<file path="src/rtl/rss_pkg.sv">
package rss_pkg;
  localparam int RES_W  = 12;
  localparam int BYTE_W = 8;
  localparam int PAD_W  = 2 * BYTE_W - RES_W;

  typedef enum logic { SEL_HI = 1'b0, SEL_LO = 1'b1 } half_e;

  // upper byte: zero pad followed by the top bits of the result
  function automatic logic [BYTE_W-1:0] hi_part(input logic [RES_W-1:0] w);
    return {{PAD_W{1'b0}}, w[RES_W-1:BYTE_W]};
  endfunction

  function automatic logic [BYTE_W-1:0] lo_part(input logic [RES_W-1:0] w);
    return w[BYTE_W-1:0];
  endfunction
endpackage

</file>
<file path="src/rtl/rss_store.sv">
module rss_store #(
  parameter int DEPTH = 4,
  parameter int W     = 12,
  localparam int CW   = $clog2(DEPTH + 1),
  localparam int IW   = (DEPTH > 1) ? $clog2(DEPTH) : 1
) (
  input  logic          clk,
  input  logic          rst_n,
  input  logic          clr_i,
  input  logic          push_i,
  input  logic          pop_i,
  input  logic          drop_all_i,
  input  logic [W-1:0]  din_i,
  output logic [W-1:0]  top_o,
  output logic [CW-1:0] count_o
);
  logic [W-1:0]  mem [DEPTH];
  logic [CW-1:0] count_q;
  logic          full;
  logic [CW-1:0] top_cnt;
  logic [IW-1:0] top_idx;

  assign full    = (count_q == CW'(DEPTH));
  assign top_cnt = count_q - CW'(1);
  assign top_idx = top_cnt[IW-1:0];
  assign top_o   = mem[top_idx];
  assign count_o = count_q;

  always_ff @(posedge clk or negedge rst_n) begin
    if (!rst_n)                count_q <= '0;
    else if (clr_i)            count_q <= '0;
    else if (push_i && !full)  count_q <= count_q + CW'(1);
    else if (push_i)           count_q <= count_q;
    else if (drop_all_i)       count_q <= '0;
    else if (pop_i && count_q != '0) count_q <= count_q - CW'(1);
  end

  // storage carries no reset; validity is tracked by count_q
  always_ff @(posedge clk) begin
    if (!clr_i && push_i) begin
      if (full) begin
        for (int i = 0; i < DEPTH - 1; i++) mem[i] <= mem[i+1];
        mem[DEPTH-1] <= din_i;
      end else begin
        mem[count_q[IW-1:0]] <= din_i;
      end
    end
  end

  p_count_bound_r2: assert property (@(posedge clk) disable iff (!rst_n)
    count_q <= CW'(DEPTH));
  p_full_push_holds_r3: assert property (@(posedge clk) disable iff (!rst_n)
    (push_i && !clr_i && full) |=> (count_q == CW'(DEPTH)));
  p_pop_dec_r5: assert property (@(posedge clk) disable iff (!rst_n)
    (pop_i && !push_i && !clr_i && !drop_all_i && count_q != '0)
      |=> (count_q == $past(count_q) - CW'(1)));
  p_clear_r8: assert property (@(posedge clk) disable iff (!rst_n)
    clr_i |=> (count_q == '0));
endmodule

</file>
<file path="src/rtl/rss_bytesel.sv">
module rss_bytesel
  import rss_pkg::*;
(
  input  logic  clk,
  input  logic  rst_n,
  input  logic  restart_i,
  input  logic  take_i,
  output half_e sel_o,
  output logic  word_done_o
);
  half_e sel_q;

  assign sel_o       = sel_q;
  assign word_done_o = take_i && (sel_q == SEL_LO);

  always_ff @(posedge clk or negedge rst_n) begin
    if (!rst_n)         sel_q <= SEL_HI;
    else if (restart_i) sel_q <= SEL_HI;
    else if (take_i)    sel_q <= (sel_q == SEL_HI) ? SEL_LO : SEL_HI;
  end

  p_take_flips_r4: assert property (@(posedge clk) disable iff (!rst_n)
    (take_i && !restart_i) |=> (sel_q != $past(sel_q)));
  p_restart_hi_r9: assert property (@(posedge clk) disable iff (!rst_n)
    restart_i |=> (sel_q == SEL_HI));
endmodule

</file>
<file path="src/rtl/result_stack_serializer.sv">
module result_stack_serializer
  import rss_pkg::*;
#(
  parameter int DEPTH = 4,
  localparam int CW   = $clog2(DEPTH + 1)
) (
  input  logic              clk,
  input  logic              rst_n,
  input  logic              push_i,
  input  logic [RES_W-1:0]  push_data_i,
  input  logic              clear_i,
  input  logic              rd_byte_i,
  input  logic              hs_mode_i,
  output logic [BYTE_W-1:0] tx_byte_o,
  output logic [CW-1:0]     count_o
);
  logic [RES_W-1:0] top_word;
  logic [CW-1:0]    count;
  logic             empty;
  logic             take;       // accepted read request
  logic             word_done;  // low byte of the top word consumed
  logic             pop_one;
  logic             drop_all;
  logic             restart;
  half_e            sel;

  assign empty    = (count == '0);
  assign take     = rd_byte_i && !push_i && !clear_i && !empty;
  assign restart  = clear_i || push_i;
  assign pop_one  = word_done && !hs_mode_i;
  assign drop_all = word_done && hs_mode_i;

  rss_store #(.DEPTH(DEPTH), .W(RES_W)) u_store (
    .clk        (clk),
    .rst_n      (rst_n),
    .clr_i      (clear_i),
    .push_i     (push_i),
    .pop_i      (pop_one),
    .drop_all_i (drop_all),
    .din_i      (push_data_i),
    .top_o      (top_word),
    .count_o    (count)
  );

  rss_bytesel u_sel (
    .clk         (clk),
    .rst_n       (rst_n),
    .restart_i   (restart),
    .take_i      (take),
    .sel_o       (sel),
    .word_done_o (word_done)
  );

  always_comb begin
    if (empty)              tx_byte_o = '1;
    else if (sel == SEL_HI) tx_byte_o = hi_part(top_word);
    else                    tx_byte_o = lo_part(top_word);
  end

  assign count_o = count;

  p_empty_ff_r6: assert property (@(posedge clk) disable iff (!rst_n)
    (count_o == '0) |-> (tx_byte_o == '1));
  p_hs_drain_r7: assert property (@(posedge clk) disable iff (!rst_n)
    drop_all |=> (count_o == '0));
  p_pad_zero_r4: assert property (@(posedge clk) disable iff (!rst_n)
    (!empty && sel == SEL_HI) |-> (tx_byte_o[BYTE_W-1 -: PAD_W] == '0));
  p_push_blocks_read_r10: assert property (@(posedge clk) disable iff (!rst_n)
    (push_i && !clear_i && count_o != CW'(DEPTH)) |=> (count_o == $past(count_o) + CW'(1)));
endmodule

</file>
<file path="config.mk">
export PLATFORM = sky130hd
export DESIGN_NAME = result_stack_serializer
export DESIGN_NICKNAME = d
export VERILOG_FILES = /design/src/rtl/rss_pkg.sv /design/src/rtl/rss_store.sv /design/src/rtl/rss_bytesel.sv /design/src/rtl/result_stack_serializer.sv
export SDC_FILE = /design/constraint.sdc
export NUM_CORES = 1
export LEC_CHECK = 0
export ABC_CLOCK_PERIOD_IN_PS = 4400
export BUFFER_PORTS_ARGS = -buffer_cell sky130_fd_sc_hd__buf_2
export CAP_MARGIN = 5
export CORE_UTILIZATION = 35
export DETAILED_ROUTE_END_ITERATION = 10
export GPL_ROUTABILITY_DRIVEN = 0
export PLACE_DENSITY = 0.51
export SKIP_LAST_GASP = 1
export SLEW_MARGIN = 20
export SYNTH_ARGS = -nofsm -noshare
export SYNTH_HDL_FRONTEND = slang
export SYNTH_HIERARCHICAL = 1
export SYNTH_SLANG_ARGS = --single-unit
</file>
<file path="constraint.sdc">
create_clock -name clk -period 4.4 [get_ports clk]
set_input_delay 0 -clock clk [delete_from_list [all_inputs] [get_ports clk]]
set_output_delay 0 -clock clk [all_outputs]
set_load 0.03 [all_outputs]
</file>
# Yosys cells after proc, flatten, opt, wreduce, memory -nomap -nowiden
# Memory sizes are Yosys's and may differ from the RTL's.
# Cells that the tools add are included.
# totals
ff_bits	4
ram_bits	48
input_bits	18
out_inout_bits	11
mem_count	1
# op_classes
addsub	2
eq_ne	2
mux	19
reduce_logical	21
# mem_list
memory	depth	width	read_ports	rd_clocked_by_memory_dff	write_ports	line_no	source
u_store.mem	4	12	4	0	4	rss_store.sv:17	logic [W-1:0] mem [DEPTH];
# op_table
operator	n
2-to-1 mux 8 bit	2
2-to-1 mux 3 bit	5
2-to-1 mux 12 bit	1
OR reduction 12 bit	1
2-to-1 mux 1 bit	10
logical AND 1 bit	9
logical NOT 1 bit	5
nonzero test 4 bit	1
adder 3 x 1 -> 3 bit, second input constant	1
equality test 3 bit, second input constant	1
logical NOT 3 bit	1
inequality test 3 x 1 -> 1 bit, second input constant	1
nonzero test 3 bit	1
subtractor 3 x 1 -> 3 bit, second input constant	1
2-to-1 mux 2 bit	1
AND reduction 2 bit	1
nonzero test 2 bit	1
logical OR 1 bit	1

# Longest topological paths before layout
# depth
ltp_word	12
depth_mapped	9

# Modules after synthesis
# Netlist, hierarchy kept.
# by_module_without_submodules
mod	instances	cells_each	area_each_um2
rss_store	1	149	2653.8
result_stack_serializer	1	24	132.6
rss_bytesel	1	4	45.0

# Worst setup path before layout
# No wires, ideal clock.
# synth_timing
kind	reg-to-reg
start	reg u_store.count_q[0] (netlist: u_store/count_o[0])
end	mem u_store.mem[2][0] (enable)
t_arrival_ns	2.423
required_time_ns	4.017
slack_ns	1.593
path_stages_with_launch	10
synth_period_minus_slack_ns	2.807
cell_sequence	dfrtp_1 > buf_4 > buf_2 > inv_1 > ha_1 > buf_2 > nand2_2 > nor4b_4 > buf_6 > o21bai_1
# synth_rtl
element	line_no	source
from (decl)	rss_store.sv:18	logic [CW-1:0] count_q;
from (signal assigned)	rss_store.sv:32	else if (push_i && !full) count_q <= count_q + CW'(1);
from (signal assigned)	rss_store.sv:33	else if (push_i) count_q <= count_q;
from (signal assigned)	rss_store.sv:35	else if (pop_i && count_q != '0) count_q <= count_q - CW'(1);
to (decl)	rss_store.sv:17	

# Worst setup path in the final report
# layout_timing
start	reg u_store.count_q[0] (netlist: u_store/count_o[0])
end	out tx_byte_o[1]
# layout_via
elab_chain_len	4
word_cells_on_any_way	5
# layout_rtl
element	line_no	source
subtractor 3 x 1 -> 3 bit	rss_store.sv:24	assign top_cnt = count_q - CW'(1);
memory read (4 x 12 bit)	-	
named net top_word[1]	result_stack_serializer.sv:17	logic [RES_W-1:0] top_word;
2-to-1 mux 8 bit	result_stack_serializer.sv:56	else if (sel == SEL_HI) tx_byte_o = hi_part(top_word);
2-to-1 mux 8 bit	result_stack_serializer.sv:55	if (empty) tx_byte_o = '1;
to (decl)	result_stack_serializer.sv:14	output logic [BYTE_W-1:0] tx_byte_o,
# The timed path passes the listed nets, and every way through them passes these cells.

==> flow_summary.json <==
{
  "status": "completed",
  "rsz0062_at_grt": "no",
  "fin_crit_sh_pct": 66.7,
  "power_density_nw_per_um2": 313,
  "synth.net_count": 198,
  "ant_nets": 0,
  "synth_xor_area_share_pct": 0.309,
  "grt_max_degree": 24,
  "postLayoutCoreUtil_pct": 42.2,
  "cts.sinks": 52,
  "core_um2": 7770,
  "antenna_found_initial": 0,
  "setup.worst_path.start_class": "flop",
  "grt_pass1_vias": 1654,
  "synth_common_cells": "edfxtp_1 (48), mux2_4 (19), mux2_2 (17)",
  "synth_seq_area_share_pct": 54.4,
  "diodes": 0,
  "syn_area_per_cell_um2": 16.0,
  "cts_tree": "yes",
  "synth_most_common_cell": "edfxtp_1",
  "drive_gt1_share_pct": 44.5,
  "setup_ws_ns": 1.46,
  "critPathRequiredTime_ns": 4.40,
  "dp_worst_setup_slack_ns": 1.48,
  "wl_per_cell_um": 18.6,
  "use_met2_pct": 24.4,
  "synth_area_um2": 2830,
  "gr-usage-all-layers_pct": 15.1,
  "io-pin-count": 29,
  "seqCellArea_um2": 1540,
  "remaining_drc_errors": 0,
  "busiest_layer": "met2",
  "stdcell_count": 322,
  "grtUsageMet3_pct": 3.23,
  "slew_viol_final": 0,
  "clock_latency_ns": 0.31,
  "synth_compound_area_share_pct": 3.36,
  "synth-simple-area-share_pct": 8.44,
  "synth_top_area_share_pct": 50.9,
  "clock_skew_ns": 0.0124,
  "multi_input_area_um2": 1180,
  "fin_nets": 240,
  "cts.repair.resized": 0,
  "first_iter_violations": 128,
  "netlist_instances": 177,
  "netlist.top_cell.by_area": "edfxtp_1",
  "crit_fanout": 23,
  "ir_drop_uv": 113,
  "clockRootBuffer": "clkbuf_8",
  "endpoint_kind": "output port",
  "postCtsSetupRepairBufs": 0,
  "yosys_warnings": 6,
  "fmax_ghz": 0.341,
  "grt_pass1_wl_mm": 9.49,
  "ys_types": 42,
  "tightest_slew_ns": 0.801,
  "cts.clk_slew.worst_paths_ns": 0.10,
  "areaGrowthSynthToFinish_pct": 15.7,
  "drt_pass1_iterations": 4,
  "yosys.area_share.adder_pct": 1.33,
  "hold_path_class": "input port to async pin",
  "fillCellCount": 736,
  "critPathMaxStageDelay_ns": 0.83,
  "setup-tns-final_ns": 0,
  "synth_top_family_by_area": "multiplexers",
  "critical_path_class": "flop to output port",
  "place_hpwl_mm": 3.98,
  "cts-buffers-inserted": 5,
  "dieWidth_um": 91.9,
  "hold_ws_ns": 0.0170,
  "rows": 32,
  "r2r.worst_path.cells": 7,
  "die_area_um2": 8450,
  "ys_async_sr_fraction_pct": 7.69,
  "muxShareOfSynthArea_pct": 28.1,
  "initial_core_util_pct": 36.5,
  "synth_area_leaders": "edfxtp_1 (51%), mux2_4 (10%), mux4_2 (9.5%), mux2_2 (6.8%), dfrtp_1 (3.5%)",
  "drv_cap": 0,
  "p_total_mw": 1.03,
  "dpl-instance-area_um2": 3040,
  "cp_cell_sequence": "buf_4 > inv_1 > ha_1 > mux4_2 > mux2i_1 > nand2_1 > buf_2",
  "grt_overflow": 0,
  "ys_ff_latch": 52,
  "vias": 1650,
  "period_needed_ns": 2.94,
  "ys.flop_type": "edfxtp_1",
  "die_h_um": 91.9,
  "wl_mm": 5.98,
  "synth_edf_count": 48,
  "post-place-cells": 300,
  "cts_buffer_depth": 2,
  "port_buffers": 28,
  "critPathSlowestCell": "ha_1",
  "design_area_um2": 3280,
  "crit_arrival_ns": 2.94,
  "relSlewSlack_pct": 46.6,
  "gr-usage-met1_pct": 20.5,
  "cts_htree_levels": 2,
  "viasPerCell": 5.12,
  "hold_viol": 0,
  "power.leakage_nw": 1.24,
  "setup_viol": 0
}
-- placed cells by master (no fill, tap or decap), drive strengths merged, types with 3 or more instances in the layout --
| cell type | netlist | layout |
|---|---|---|
| inv | 4 | 4 |
| mux4 | 12 | 12 |
| o21ai | 3 | 3 |
| mux2i | 5 | 5 |
| nand2 | 16 | 16 |
| nor2 | 4 | 4 |
| dlygate4sd3 | 0 | 14 |
| ha | 3 | 3 |
| buf | 10 | 33 |
| a21oi | 3 | 3 |
| edfxtp | 48 | 48 |
| mux2 | 36 | 36 |
| dfrtp | 4 | 4 |
| clkbuf | 2 | 6 |
-- per-layer routing --
layer  part of all wire (%)  wire (µm)  vias up
li1                       -          -      769
met1                     47       2780      834
met2                     48       2870       40
met3                    4.6        274        7
met4                   0.89         53        0
met5                      0          0        -
-- worst max-delay path: cells and delay by family (launching register included) --
kind / cells / cell delay, ns
DFF: 1 / 0.34
buffers and inverters: 3 / 0.61
and+or+nand+nor: 1 / 0.08
muxes: 2 / 0.76
adders and majority gates: 1 / 0.83
-- area by class of cell --
class,instances,area share [%]
inverters,4,0.458
clock inverters,2,0.306
clock buffers,6,2.52
well taps,102,3.90
flip-flops and latches,52,47.1
multi-input cells,109,36.1
repair buffers,47,9.70
-- worst paths after layout --
path	startpoint	endpoint	slack (ns)
min in group clk	push_i	u_sel/sel_o	0.11
min	rst_n	u_store/count_o[0]	0.02
max reg2reg	u_store/count_o[0]	u_store/mem[0][5]	1.75
min reg2reg	u_store/mem[1][10]	u_store/mem[0][10]	0.58
max in group asynchronous	rst_n	u_store/count_o[2]	4.25
max	u_store/count_o[0]	tx_byte_o[1]	1.46
-- power breakdown --
group          switching [mW]  internal [mW]
registers             0.00742          0.554
clock network           0.156          0.126
logic                   0.102         0.0822
total                   0.265          0.762
-- logic make-up after synthesis --
group,count (synthesis)
mux,53
flops,52
simple gates,38
buf+inv,16
compound gates,14
fa+ha+maj,3
xor+xnor,1
-- flip-flops by register name, summed over array words and instances (netlist names) --
name             count
u_store/mem         48
u_store/count_o      3
u_sel/sel_o          1
-- repair_timing --
action	CTS	global route
setup endpoints to repair	0	0
hold buffers	14	0
endpoints found under the hold margin	17	0
No activity file was read; power rests on OpenSTA's default activity.
